`src/rtl/rx_chk_pkg.sv`:
```
package rx_chk_pkg;
  localparam int ERR_W     = 6;
  localparam int ERR_PHY   = 0;
  localparam int ERR_CRC   = 1;
  localparam int ERR_UNDER = 2;
  localparam int ERR_OVER  = 3;
  localparam int ERR_LEN   = 4;
  localparam int ERR_OVF   = 5;

  typedef struct packed {
    logic ovf;
    logic crc;
    logic phy;
  } rx_flags_t;
endpackage

```
`src/rtl/rx_byte_tally.sv`:
```
module rx_byte_tally #(
  parameter int BYTES   = 8,
  parameter int EMPTY_W = 3,
  parameter int CNT_W   = 12,
  parameter int SAT     = 1519
) (
  input  logic               clk,
  input  logic               rst_n,
  input  logic               beat_ok,
  input  logic               sop,
  input  logic [EMPTY_W-1:0] empty,
  output logic [CNT_W-1:0]   total,
  output logic [1:0]         idx_base
);
  logic [CNT_W-1:0] cnt_q, cnt_d, base, step;
  logic [1:0]       idx_q, idx_d;

  always_comb begin
    base     = sop ? '0 : cnt_q;
    idx_base = sop ? 2'd0 : idx_q;
    total    = base + CNT_W'(BYTES) - CNT_W'(empty);
    step     = base + CNT_W'(BYTES);
    cnt_d    = cnt_q;
    idx_d    = idx_q;
    if (beat_ok) begin
      cnt_d = (step > CNT_W'(SAT)) ? CNT_W'(SAT) : step;
      idx_d = (idx_base == 2'd3) ? 2'd3 : idx_base + 2'd1;
    end
  end

  always_ff @(posedge clk or negedge rst_n) begin
    if (!rst_n) begin
      cnt_q <= '0;
      idx_q <= '0;
    end else begin
      cnt_q <= cnt_d;
      idx_q <= idx_d;
    end
  end

  // idle cycles leave the tally untouched
  p_tally_hold_r2: assert property (@(posedge clk) disable iff (!rst_n)
    !beat_ok |=> $stable(cnt_q));
  // an accepted start beat restarts the count at one full beat
  p_tally_restart_r8: assert property (@(posedge clk) disable iff (!rst_n)
    (beat_ok && sop) |=> (cnt_q == CNT_W'(BYTES)));
endmodule

```
`src/rtl/rx_lentype_grab.sv`:
```
module rx_lentype_grab #(
  parameter int DATA_W  = 64,
  parameter int BYTES   = 8,
  parameter int EMPTY_W = 3,
  parameter int LEN_OFS = 12
) (
  input  logic               clk,
  input  logic               rst_n,
  input  logic               beat_ok,
  input  logic               sop,
  input  logic               eop,
  input  logic [1:0]         idx_base,
  input  logic [EMPTY_W-1:0] empty,
  input  logic [DATA_W-1:0]  data,
  output logic               lf_seen,
  output logic [15:0]        lf_val
);
  localparam int BEAT     = LEN_OFS / BYTES;
  localparam int LANE     = LEN_OFS % BYTES;
  localparam int TOP_BIT  = DATA_W - 1 - 8 * LANE;
  localparam int MAX_EMPT = BYTES - LANE - 2;

  logic        hit, seen_q, seen_d;
  logic [15:0] val_q, val_d, field;

  always_comb begin
    field  = data[TOP_BIT -: 16];
    hit    = beat_ok && (idx_base == 2'(BEAT)) &&
             (!eop || (32'(empty) <= 32'(MAX_EMPT)));
    seen_d = seen_q;
    val_d  = val_q;
    if (beat_ok && sop) seen_d = 1'b0;
    if (hit) begin
      seen_d = 1'b1;
      val_d  = field;
    end
    lf_seen = hit || (seen_q && !(beat_ok && sop));
    lf_val  = hit ? field : val_q;
  end

  always_ff @(posedge clk or negedge rst_n) begin
    if (!rst_n) begin
      seen_q <= 1'b0;
      val_q  <= '0;
    end else begin
      seen_q <= seen_d;
      val_q  <= val_d;
    end
  end

  // the captured field does not change on a stalled cycle
  p_field_hold_r2: assert property (@(posedge clk) disable iff (!rst_n)
    !beat_ok |=> ($stable(seen_q) && $stable(val_q)));
endmodule

```
`src/rtl/rx_flag_hold.sv`:
```
module rx_flag_hold
  import rx_chk_pkg::*;
(
  input  logic      clk,
  input  logic      rst_n,
  input  logic      beat_ok,
  input  logic      sop,
  input  rx_flags_t flags_in,
  output rx_flags_t flags_out
);
  rx_flags_t hold_q, hold_d, base;

  always_comb begin
    base      = (beat_ok && sop) ? rx_flags_t'('0) : hold_q;
    flags_out = beat_ok ? (base | flags_in) : hold_q;
    hold_d    = flags_out;
  end

  always_ff @(posedge clk or negedge rst_n) begin
    if (!rst_n) hold_q <= '0;
    else        hold_q <= hold_d;
  end

  // flags raised on a non-accepted cycle are not collected
  p_flag_hold_r2: assert property (@(posedge clk) disable iff (!rst_n)
    !beat_ok |=> $stable(hold_q));
  // a flag collected mid-frame stays set until the next start
  p_flag_sticky_r7: assert property (@(posedge clk) disable iff (!rst_n)
    (beat_ok && !sop && hold_q.phy) |=> hold_q.phy);
endmodule

```
`src/rtl/rx_frame_err_check.sv`:
```
module rx_frame_err_check
  import rx_chk_pkg::*;
#(
  parameter int DATA_W    = 64,
  parameter int MIN_FRAME = 64,
  parameter int MAX_FRAME = 1518,
  parameter int LEN_MAX   = 1500,
  parameter int LEN_OFS   = 12,
  parameter int HDR_FCS   = 18,
  parameter int EMPTY_W   = $clog2(DATA_W / 8)
) (
  input  logic               clk,
  input  logic               rst_n,
  input  logic               rx_valid,
  input  logic               rx_ready,
  input  logic               rx_sop,
  input  logic               rx_eop,
  input  logic [DATA_W-1:0]  rx_data,
  input  logic [EMPTY_W-1:0] rx_empty,
  input  logic               phy_err_in,
  input  logic               crc_err_in,
  input  logic               ovf_err_in,
  output logic [ERR_W-1:0]   err_vec,
  output logic               err_valid
);
  localparam int BYTES   = DATA_W / 8;
  localparam int SAT     = MAX_FRAME + 1;
  localparam int CNT_W   = $clog2(SAT + 2 * BYTES + 1);
  localparam int MIN_PAY = MIN_FRAME - HDR_FCS;

  logic [1:0]       rst_sync;
  logic             rst_n_int;
  logic             beat_ok, fin;
  logic [CNT_W-1:0] total;
  logic [1:0]       idx_base;
  logic             lf_seen, lf_chk, lf_ok;
  logic [15:0]      lf_val;
  rx_flags_t        flags_in, flags_now;

  always_ff @(posedge clk or negedge rst_n) begin
    if (!rst_n) rst_sync <= 2'b00;
    else        rst_sync <= {rst_sync[0], 1'b1};
  end
  assign rst_n_int = rst_sync[1];

  assign beat_ok  = rx_valid && rx_ready;
  assign flags_in = '{ovf: ovf_err_in, crc: crc_err_in, phy: phy_err_in};

  rx_byte_tally #(.BYTES(BYTES), .EMPTY_W(EMPTY_W), .CNT_W(CNT_W), .SAT(SAT)) u_tally (
    .clk(clk), .rst_n(rst_n_int), .beat_ok(beat_ok), .sop(rx_sop),
    .empty(rx_empty), .total(total), .idx_base(idx_base));

  rx_lentype_grab #(.DATA_W(DATA_W), .BYTES(BYTES), .EMPTY_W(EMPTY_W), .LEN_OFS(LEN_OFS)) u_len (
    .clk(clk), .rst_n(rst_n_int), .beat_ok(beat_ok), .sop(rx_sop), .eop(rx_eop),
    .idx_base(idx_base), .empty(rx_empty), .data(rx_data),
    .lf_seen(lf_seen), .lf_val(lf_val));

  rx_flag_hold u_flags (
    .clk(clk), .rst_n(rst_n_int), .beat_ok(beat_ok), .sop(rx_sop),
    .flags_in(flags_in), .flags_out(flags_now));

  always_comb begin
    fin    = beat_ok && rx_eop;
    lf_chk = lf_seen && (32'(lf_val) <= 32'(LEN_MAX));
    lf_ok  = (32'(total) == 32'(lf_val) + 32'(HDR_FCS)) ||
             ((32'(lf_val) < 32'(MIN_PAY)) && (32'(total) == 32'(MIN_FRAME)));
    err_vec = '0;
    if (fin) begin
      err_vec[ERR_PHY]   = flags_now.phy;
      err_vec[ERR_CRC]   = flags_now.crc;
      err_vec[ERR_UNDER] = 32'(total) < 32'(MIN_FRAME);
      err_vec[ERR_OVER]  = 32'(total) > 32'(MAX_FRAME);
      err_vec[ERR_LEN]   = lf_chk && !lf_ok;
      err_vec[ERR_OVF]   = flags_now.ovf;
    end
    err_valid = fin;
  end

  // outside an accepted last beat the vector stays clear
  p_quiet_r1: assert property (@(posedge clk) disable iff (!rst_n_int)
    !err_valid |-> (err_vec == '0));
  // undersize and oversize never report together
  p_size_excl_r3: assert property (@(posedge clk) disable iff (!rst_n_int)
    err_valid |-> !(err_vec[ERR_UNDER] && err_vec[ERR_OVER]));
endmodule

```
`config.mk`:
```
export PLATFORM = sky130hd
export DESIGN_NAME = rx_frame_err_check
export DESIGN_NICKNAME = d
export VERILOG_FILES = /design/src/rtl/rx_chk_pkg.sv /design/src/rtl/rx_byte_tally.sv /design/src/rtl/rx_lentype_grab.sv /design/src/rtl/rx_flag_hold.sv /design/src/rtl/rx_frame_err_check.sv
export SDC_FILE = /design/constraint.sdc
export NUM_CORES = 1
export LEC_CHECK = 0
export BUFFER_PORTS_ARGS = -buffer_cell sky130_fd_sc_hd__buf_2
export CORE_ASPECT_RATIO = 1.25
export CORE_MARGIN = 8
export CORE_UTILIZATION = 53
export CTS_CLUSTER_DIAMETER = 100
export CTS_CLUSTER_SIZE = 24
export DETAILED_ROUTE_END_ITERATION = 16
export PLACE_DENSITY = 0.89
export SYNTH_ARGS = -nofsm -noshare
export SYNTH_HDL_FRONTEND = slang
export SYNTH_SLANG_ARGS = --single-unit
```
`constraint.sdc`:
```
create_clock -name clk -period 4.6 [get_ports clk]
set_input_delay 0.23 -clock clk [delete_from_list [all_inputs] [get_ports clk]]
set_output_delay 0.23 -clock clk [all_outputs]
set_load 0.1 [all_outputs]
```
* After elaboration in Yosys (flattened, before gate mapping)
Cells that the tools add are included.
Word-level totals: input port bits 76, register bits 35
Cells by class: equal/unequal tests 4, bitwise operators 1, add/sub/neg operators 4, reduce and logical (&&, ||, !) cells 16, multiplexer cells 10, $lt $le $gt $ge 6
Operators with widths (count):
- greater-than comparator 11 bit (second input constant) | 2
- 2-to-1 mux 11 bit | 2
- adder 16 x 5 -> 17 bit (second input constant) | 1
- equality test 11 x 17 -> 1 bit | 1
- <= comparator 16 x 11 -> 1 bit (second input constant) | 1
- < comparator 16 x 6 -> 1 bit (second input constant) | 1
- 2-to-1 mux 16 bit | 1
- adder 11 x 4 -> 11 bit (second input constant) | 1
- equality test 11 x 7 -> 1 bit (second input constant) | 1
- < comparator 11 x 7 -> 1 bit (second input constant) | 1
- subtractor 11 x 3 -> 11 bit | 1
- logical AND 1 bit | 9
- 2-to-1 mux 3 bit | 2
- 2-to-1 mux 6 bit | 1
- 2-to-1 mux 2 bit | 2
- <= comparator 3 x 2 -> 1 bit (second input constant) | 1
- zero test 1 bit | 3
- logical OR 1 bit | 3
- bitwise OR 3 bit | 1
- adder 2 x 1 -> 2 bit (second input constant) | 1
- equality test 2 x 1 -> 1 bit (second input constant) | 1
- equality test 2 bit (second input constant) | 1
- 2-to-1 mux 1 bit | 2
- nonzero test 2 bit | 1

* Longest topological paths before layout
word-level depth 11, mapped depth 15, mapped depth without buffers 12

* Hierarchy
A second synthesis with hierarchy kept.
Unflattened totals: cell total of the unflattened synthesis 297, area total of the unflattened synthesis 2812.7 um^2
Modules (own cells, without submodules):
- rx_byte_tally | cells each 159, area an instance 1281.2 um^2, instances 1, seq. area each 325.3 um^2
- rx_frame_err_check | cells each 91, area an instance 720.7 um^2, instances 1, seq. area each 50.0 um^2
- rx_lentype_grab | cells each 40, area an instance 703.2 um^2, instances 1, seq. area each 425.4 um^2
- rx_flag_hold | cells each 7, area an instance 107.6 um^2, instances 1, seq. area each 75.1 um^2

* Worst setup path after synthesis
Ideal clock, no wire load.
path kind input to output, start point input port rx_sop, end point output port err_vec[2], slack -0.151 ns, arrival 4.521 ns, data required time 4.370 ns, cell stages on the path 12, buffers on the path 2, path through buf_6 -> buf_2 -> nand2b_1 -> ha_1 -> fa_1 -> and2b_1 -> nor4_4 -> o211ai_2 -> nor2_1 -> xor2_1 -> or4b_1 -> nor3_1
Between the ends: word-level cells in the longest chain between the ends 5
RTL lines:
- start, declared | RTL line rx_frame_err_check.sv:16 | input logic rx_sop,
- 2-to-1 mux 11 bit | RTL line rx_byte_tally.sv:19 | base = sop ? '0 : cnt_q;
- adder 11 x 4 -> 11 bit | RTL line rx_byte_tally.sv:21 | total = base + CNT_W'(BYTES) - CNT_W'(empty);
- subtractor 11 x 3 -> 11 bit | RTL line rx_byte_tally.sv:21
- < comparator 11 x 7 -> 1 bit | RTL line rx_frame_err_check.sv:71 | err_vec[ERR_UNDER] = 32'(total) < 32'(MIN_FRAME);
- 2-to-1 mux 6 bit | RTL line rx_frame_err_check.sv:68 | if (fin) begin
- end, declared | RTL line rx_frame_err_check.sv:23 | output logic [ERR_W-1:0] err_vec,
Every way passes these cells.

* Worst setup path after layout
start point register u_tally.idx_q[1], end point output port err_vec[4]
Between the ends: word-level cells in the longest chain between the ends 11, elaborated cells on any way between the ends 16
RTL lines:
- start, declared | RTL line rx_byte_tally.sv:16 | logic [1:0] idx_q, idx_d;
- start signal, assigned | RTL line rx_byte_tally.sv:37 | idx_q <= idx_d;
- 2-to-1 mux 2 bit (*) | RTL line rx_byte_tally.sv:20 | idx_base = sop ? 2'd0 : idx_q;
- equality test 2 x 1 -> 1 bit (*) | RTL line rx_lentype_grab.sv:28 | hit = beat_ok && (idx_base == 2'(BEAT)) &&
- logical AND 1 bit (*) (2 in series) | RTL line rx_lentype_grab.sv:28
- 2-to-1 mux 16 bit (*) | RTL line rx_lentype_grab.sv:38 | lf_val = hit ? field : val_q;
- via lf_val[1] | RTL line rx_frame_err_check.sv:37 | logic [15:0] lf_val;
- adder 16 x 5 -> 17 bit or < comparator 16 x 6 -> 1 bit (tied branches) | RTL line rx_frame_err_check.sv:65, rx_frame_err_check.sv:66
- equality test 11 x 17 -> 1 bit or logical AND 1 bit (tied branches) | RTL line rx_frame_err_check.sv:65, rx_frame_err_check.sv:66
- logical OR 1 bit | RTL line rx_frame_err_check.sv:65 | lf_ok = (32'(total) == 32'(lf_val) + 32'(HDR_FCS)) ||
- zero test 1 bit | RTL line rx_frame_err_check.sv:73 | err_vec[ERR_LEN] = lf_chk && !lf_ok;
- logical AND 1 bit (*) | RTL line rx_frame_err_check.sv:73
- 2-to-1 mux 6 bit (*) | RTL line rx_frame_err_check.sv:68
Mark *: on every way through the listed nets, which the timed path passes. The rest lies on a longest branch.

==> metrics.md <==
| Metric | Value |
|---|---|
| Outcome | `finished clean` |
| Initial antenna violation count | `0` |
| Max-Cap Viols | `0` |
| Drt pass-1 iters | `4` |
| Area contributors post-synth | `dfrtp_1 (31%), xnor2_1 (7.8%), mux2_2 (4.4%)` |
| Number of global-route vias before repair | `2,425` |
| Synth Area in Adders | `3.39%` |
| Worst EP arrival | `4090 ps` |
| DRC | `0` |
| Required @ worst endpoint | `4370 ps` |
| Mapped cell area | `0.00280 mm2` |
| Crit share post-route | `93.9%` |
| Routed Antenna Nets | `0` |
| Via count | `2,398` |
| F_max | `231 MHz` |
| Hold path cells | `2` |
| TritonCTS buffer count | `5` |
| Actual slew at the worst max-slew pin | `1130 ps` |
| RSZ-0062 raised after global routing | `false` |
| Top-Level Pins | `83` |
| Final count of hold timing violations | `0` |
| GPL Wtd Cong | `0.891` |
| Setup crit start kind | `register` |
| Crit-path slowest cell | `a2111oi_4` |
| Area share of the leading cell type in the synthesized netlist | `31.3%` |
| CP endpoint kind | `primary output` |
| Post-synth EDFFs | `0` |
| R2R cell count | `9` |
| Max Slew Vio Count | `0` |
| First-pass GRT wire length | `11,000 um` |
| Core area | `0.00508 mm2` |
| Post-layout min period | `4320 ps` |
| Worst hold-check path type | `in2reg` |
| N_diodes | `0` |
| Gr usage total | `17.3%` |
| Avg Cell Area, Syn | `9.22 um2` |
| Synth Area in XOR/XNOR | `11.6%` |
| Syn Inst Count | `304` |
| Async SR Flop Fraction | `100%` |
| Final net count | `421` |
| Grt total ovfl | `0` |
| Post-synthesis sequential area ratio | `31.3%` |
| Largest family of logic cells by synthesized area | `simple AND/OR/NAND/NOR gates` |
| CTS tree | `yes` |
| Most common cell after layout, fill and taps aside | `dfrtp_1` |
| Tot Pwr | `1.28 mW` |
| TNS Setup | `0 ps` |
| Rows | `29` |
| Setup violators final | `0` |
| Vias per cell | `5.98` |
| Drt wl/cell | `16.2 um` |
| Ys flop type | `dfrtp_1` |
| Initial drt markers | `135` |
| PwrDens | `412 mW/mm2` |
| Crit path max fanout | `4` |
| Largest net degree at the start of global routing | `47` |
| Slowest Stage Delay on Critical Path | `500 ps` |
| Cell mode on critical path | `nor4_1` |
| Initial Util | `55.1%` |
| Number of synthesized register bits | `35` |
| Netlist cell types | `69` |
| Port buffer count | `34` |
| Crit Path Category | `reg2out` |
| Most frequent cells in the layout | `dfrtp_1 (35), buf_2 (34), nand2_1 (32)` |
| Post-Synth Simple-Gate Area | `26.8%` |
| Clock Root Buffer | `clkbuf_8` |
| Yosys top cell by area | `dfrtp_1` |
| Die Ht | `97.3 um` |
| Register clock-pin slew on the reported worst setup and hold paths | `70 ps` |
| Max Root-Sink Buffers | `2` |
| HPWL after detailed placement | `5020 um` |
| Clk_skew | `4.38 ps` |
| Cell Chain, Critical Path | `a2111oi_4, mux2_2, ha_1, a21oi_1, nor4_1, o311a_1, nor4_2, nand4_1, nor4_1, a31oi_2, buf_2` |
| Synth-to-Final Area Change | `10.6%` |
| Peak supply drop | `0.215 mV` |
| Relative slew slack | `23.9%` |
| Synth warn | `0` |
| Leak | `1.28 nW` |
| Die Width | `81.0 um` |
| Compound-gate portion of the synthesized area | `13.7%` |
| Clk Latency, worst-skew pair | `290 ps` |
| Net Count, Synth | `387` |
| Post-synthesis mux area share | `8.22%` |
| H-tree depth | `2` |
| Post-Route WL | `6510 um` |
| Die area | `0.00788 mm2` |
| Share of cells above drive strength 1 | `23.3%` |
| CTS sink count | `35` |
-- cells by family (layout without fill, tap and decap cells) --
family	Yosys count	count (layout)
xor gates and xnor gates	37	37
AOI/OAI and AO/OA	49	49
and+or+nand+nor	133	133
other	1	1
DFF	35	35
adders and majority gates	7	7
buffers and inverters	21	56
muxes	21	21
-- cells in the mapped netlist, drive strengths merged (2+ instances only) --
cell / count
a211oi: 2
a21o: 2
a21oi: 11
a22o: 3
a31o: 2
a31oi: 5
a41oi: 2
and2: 4
and2b: 2
and3: 3
buf: 10
dfrtp: 35
ha: 6
inv: 10
mux2: 13
mux2i: 8
nand2: 32
nand2b: 3
nand3: 16
nand4: 11
nand4b: 2
nor2: 24
nor2b: 5
nor3: 12
nor4: 8
nor4b: 3
o211ai: 2
o21ai: 10
o41ai: 2
or3: 3
xnor2: 25
xor2: 12
-- timing repair --
action                    in CTS  in global routing
hold buffers                   1                  0
resized for setup              0                  0
buffers inserted               0                  0
hold endpoints to repair       2                  0
-- routing by layer --
metal	wire, um	up-vias	global-route usage (%)
met1	2570	1146	19.4
met3	377	16	3.98
met2	3380	73	29.6
met4	187	0	7.45
met5	0	-	0
li1	-	1163	-
-- report_power, final --
part | internal [mW] | switching (mW)
Sequential | 0.387 | 0.0942
Combinational | 0.251 | 0.299
Clock | 0.137 | 0.109
Total | 0.774 | 0.503
-- final timing paths --
path                                              startpoint  slack (ps)                           end
worst max-delay path            u_tally.idx_q[1]$_DFFE_PN0N_         280                    err_vec[4]
worst max register to register  u_tally.cnt_q[3]$_DFFE_PN0N_        2000  u_tally.cnt_q[0]$_DFFE_PN0N_
min in group asynchronous                              rst_n         250         rst_sync[0]$_DFF_PN0_
worst min-delay path                              ovf_err_in         180   u_flags.hold_q[2]$_DFF_PN0_
max in group asynchronous              rst_sync[1]$_DFF_PN0_        4010  u_tally.cnt_q[8]$_DFFE_PN0N_
worst min register to register         rst_sync[1]$_DFF_PN0_         270   u_flags.hold_q[2]$_DFF_PN0_
-- worst max-delay path: cells and delay by family (launching register included) --
kind / cells / cell delay [ps]
fa+ha+maj: 1 / 260
flops: 1 / 420
buf+inv: 1 / 310
mux: 1 / 440
compound gates: 4 / 1370
simple gates: 4 / 990
-- metrics by stage --
stage               std cells  util (%)  hold slack (ps)  setup slack [ps]  area [um2]
floorplan                 304         -            -65.6               549        2820
global placement          392      58.8             16.1               612        2990
detailed placement        392      58.8             17.7               466        2990
CTS                       401      61.0              178               326        3100
global route              401      61.0              182              93.3        3100
finish                    401      61.0              183               280        3100
-- state kept, by name, summed over array words and instances, names as in the netlist --
signal	cells
u_len.val_q	16
u_tally.cnt_q	11
u_flags.hold_q	3
rst_sync	2
u_tally.idx_q	2
u_len.seen_q	1
-- layout make-up --
cell class                      count  area [um2]
Fill cell                         445        1980
Multi-Input combinational cell    248        1800
Sequential cell                    35         876
Timing Repair Buffer               38         203
Clock buffer                        8         100
Tap cell                           62        77.6
Inverter                           10        40.0
Note: power is estimated with default switching activity, not from simulation.
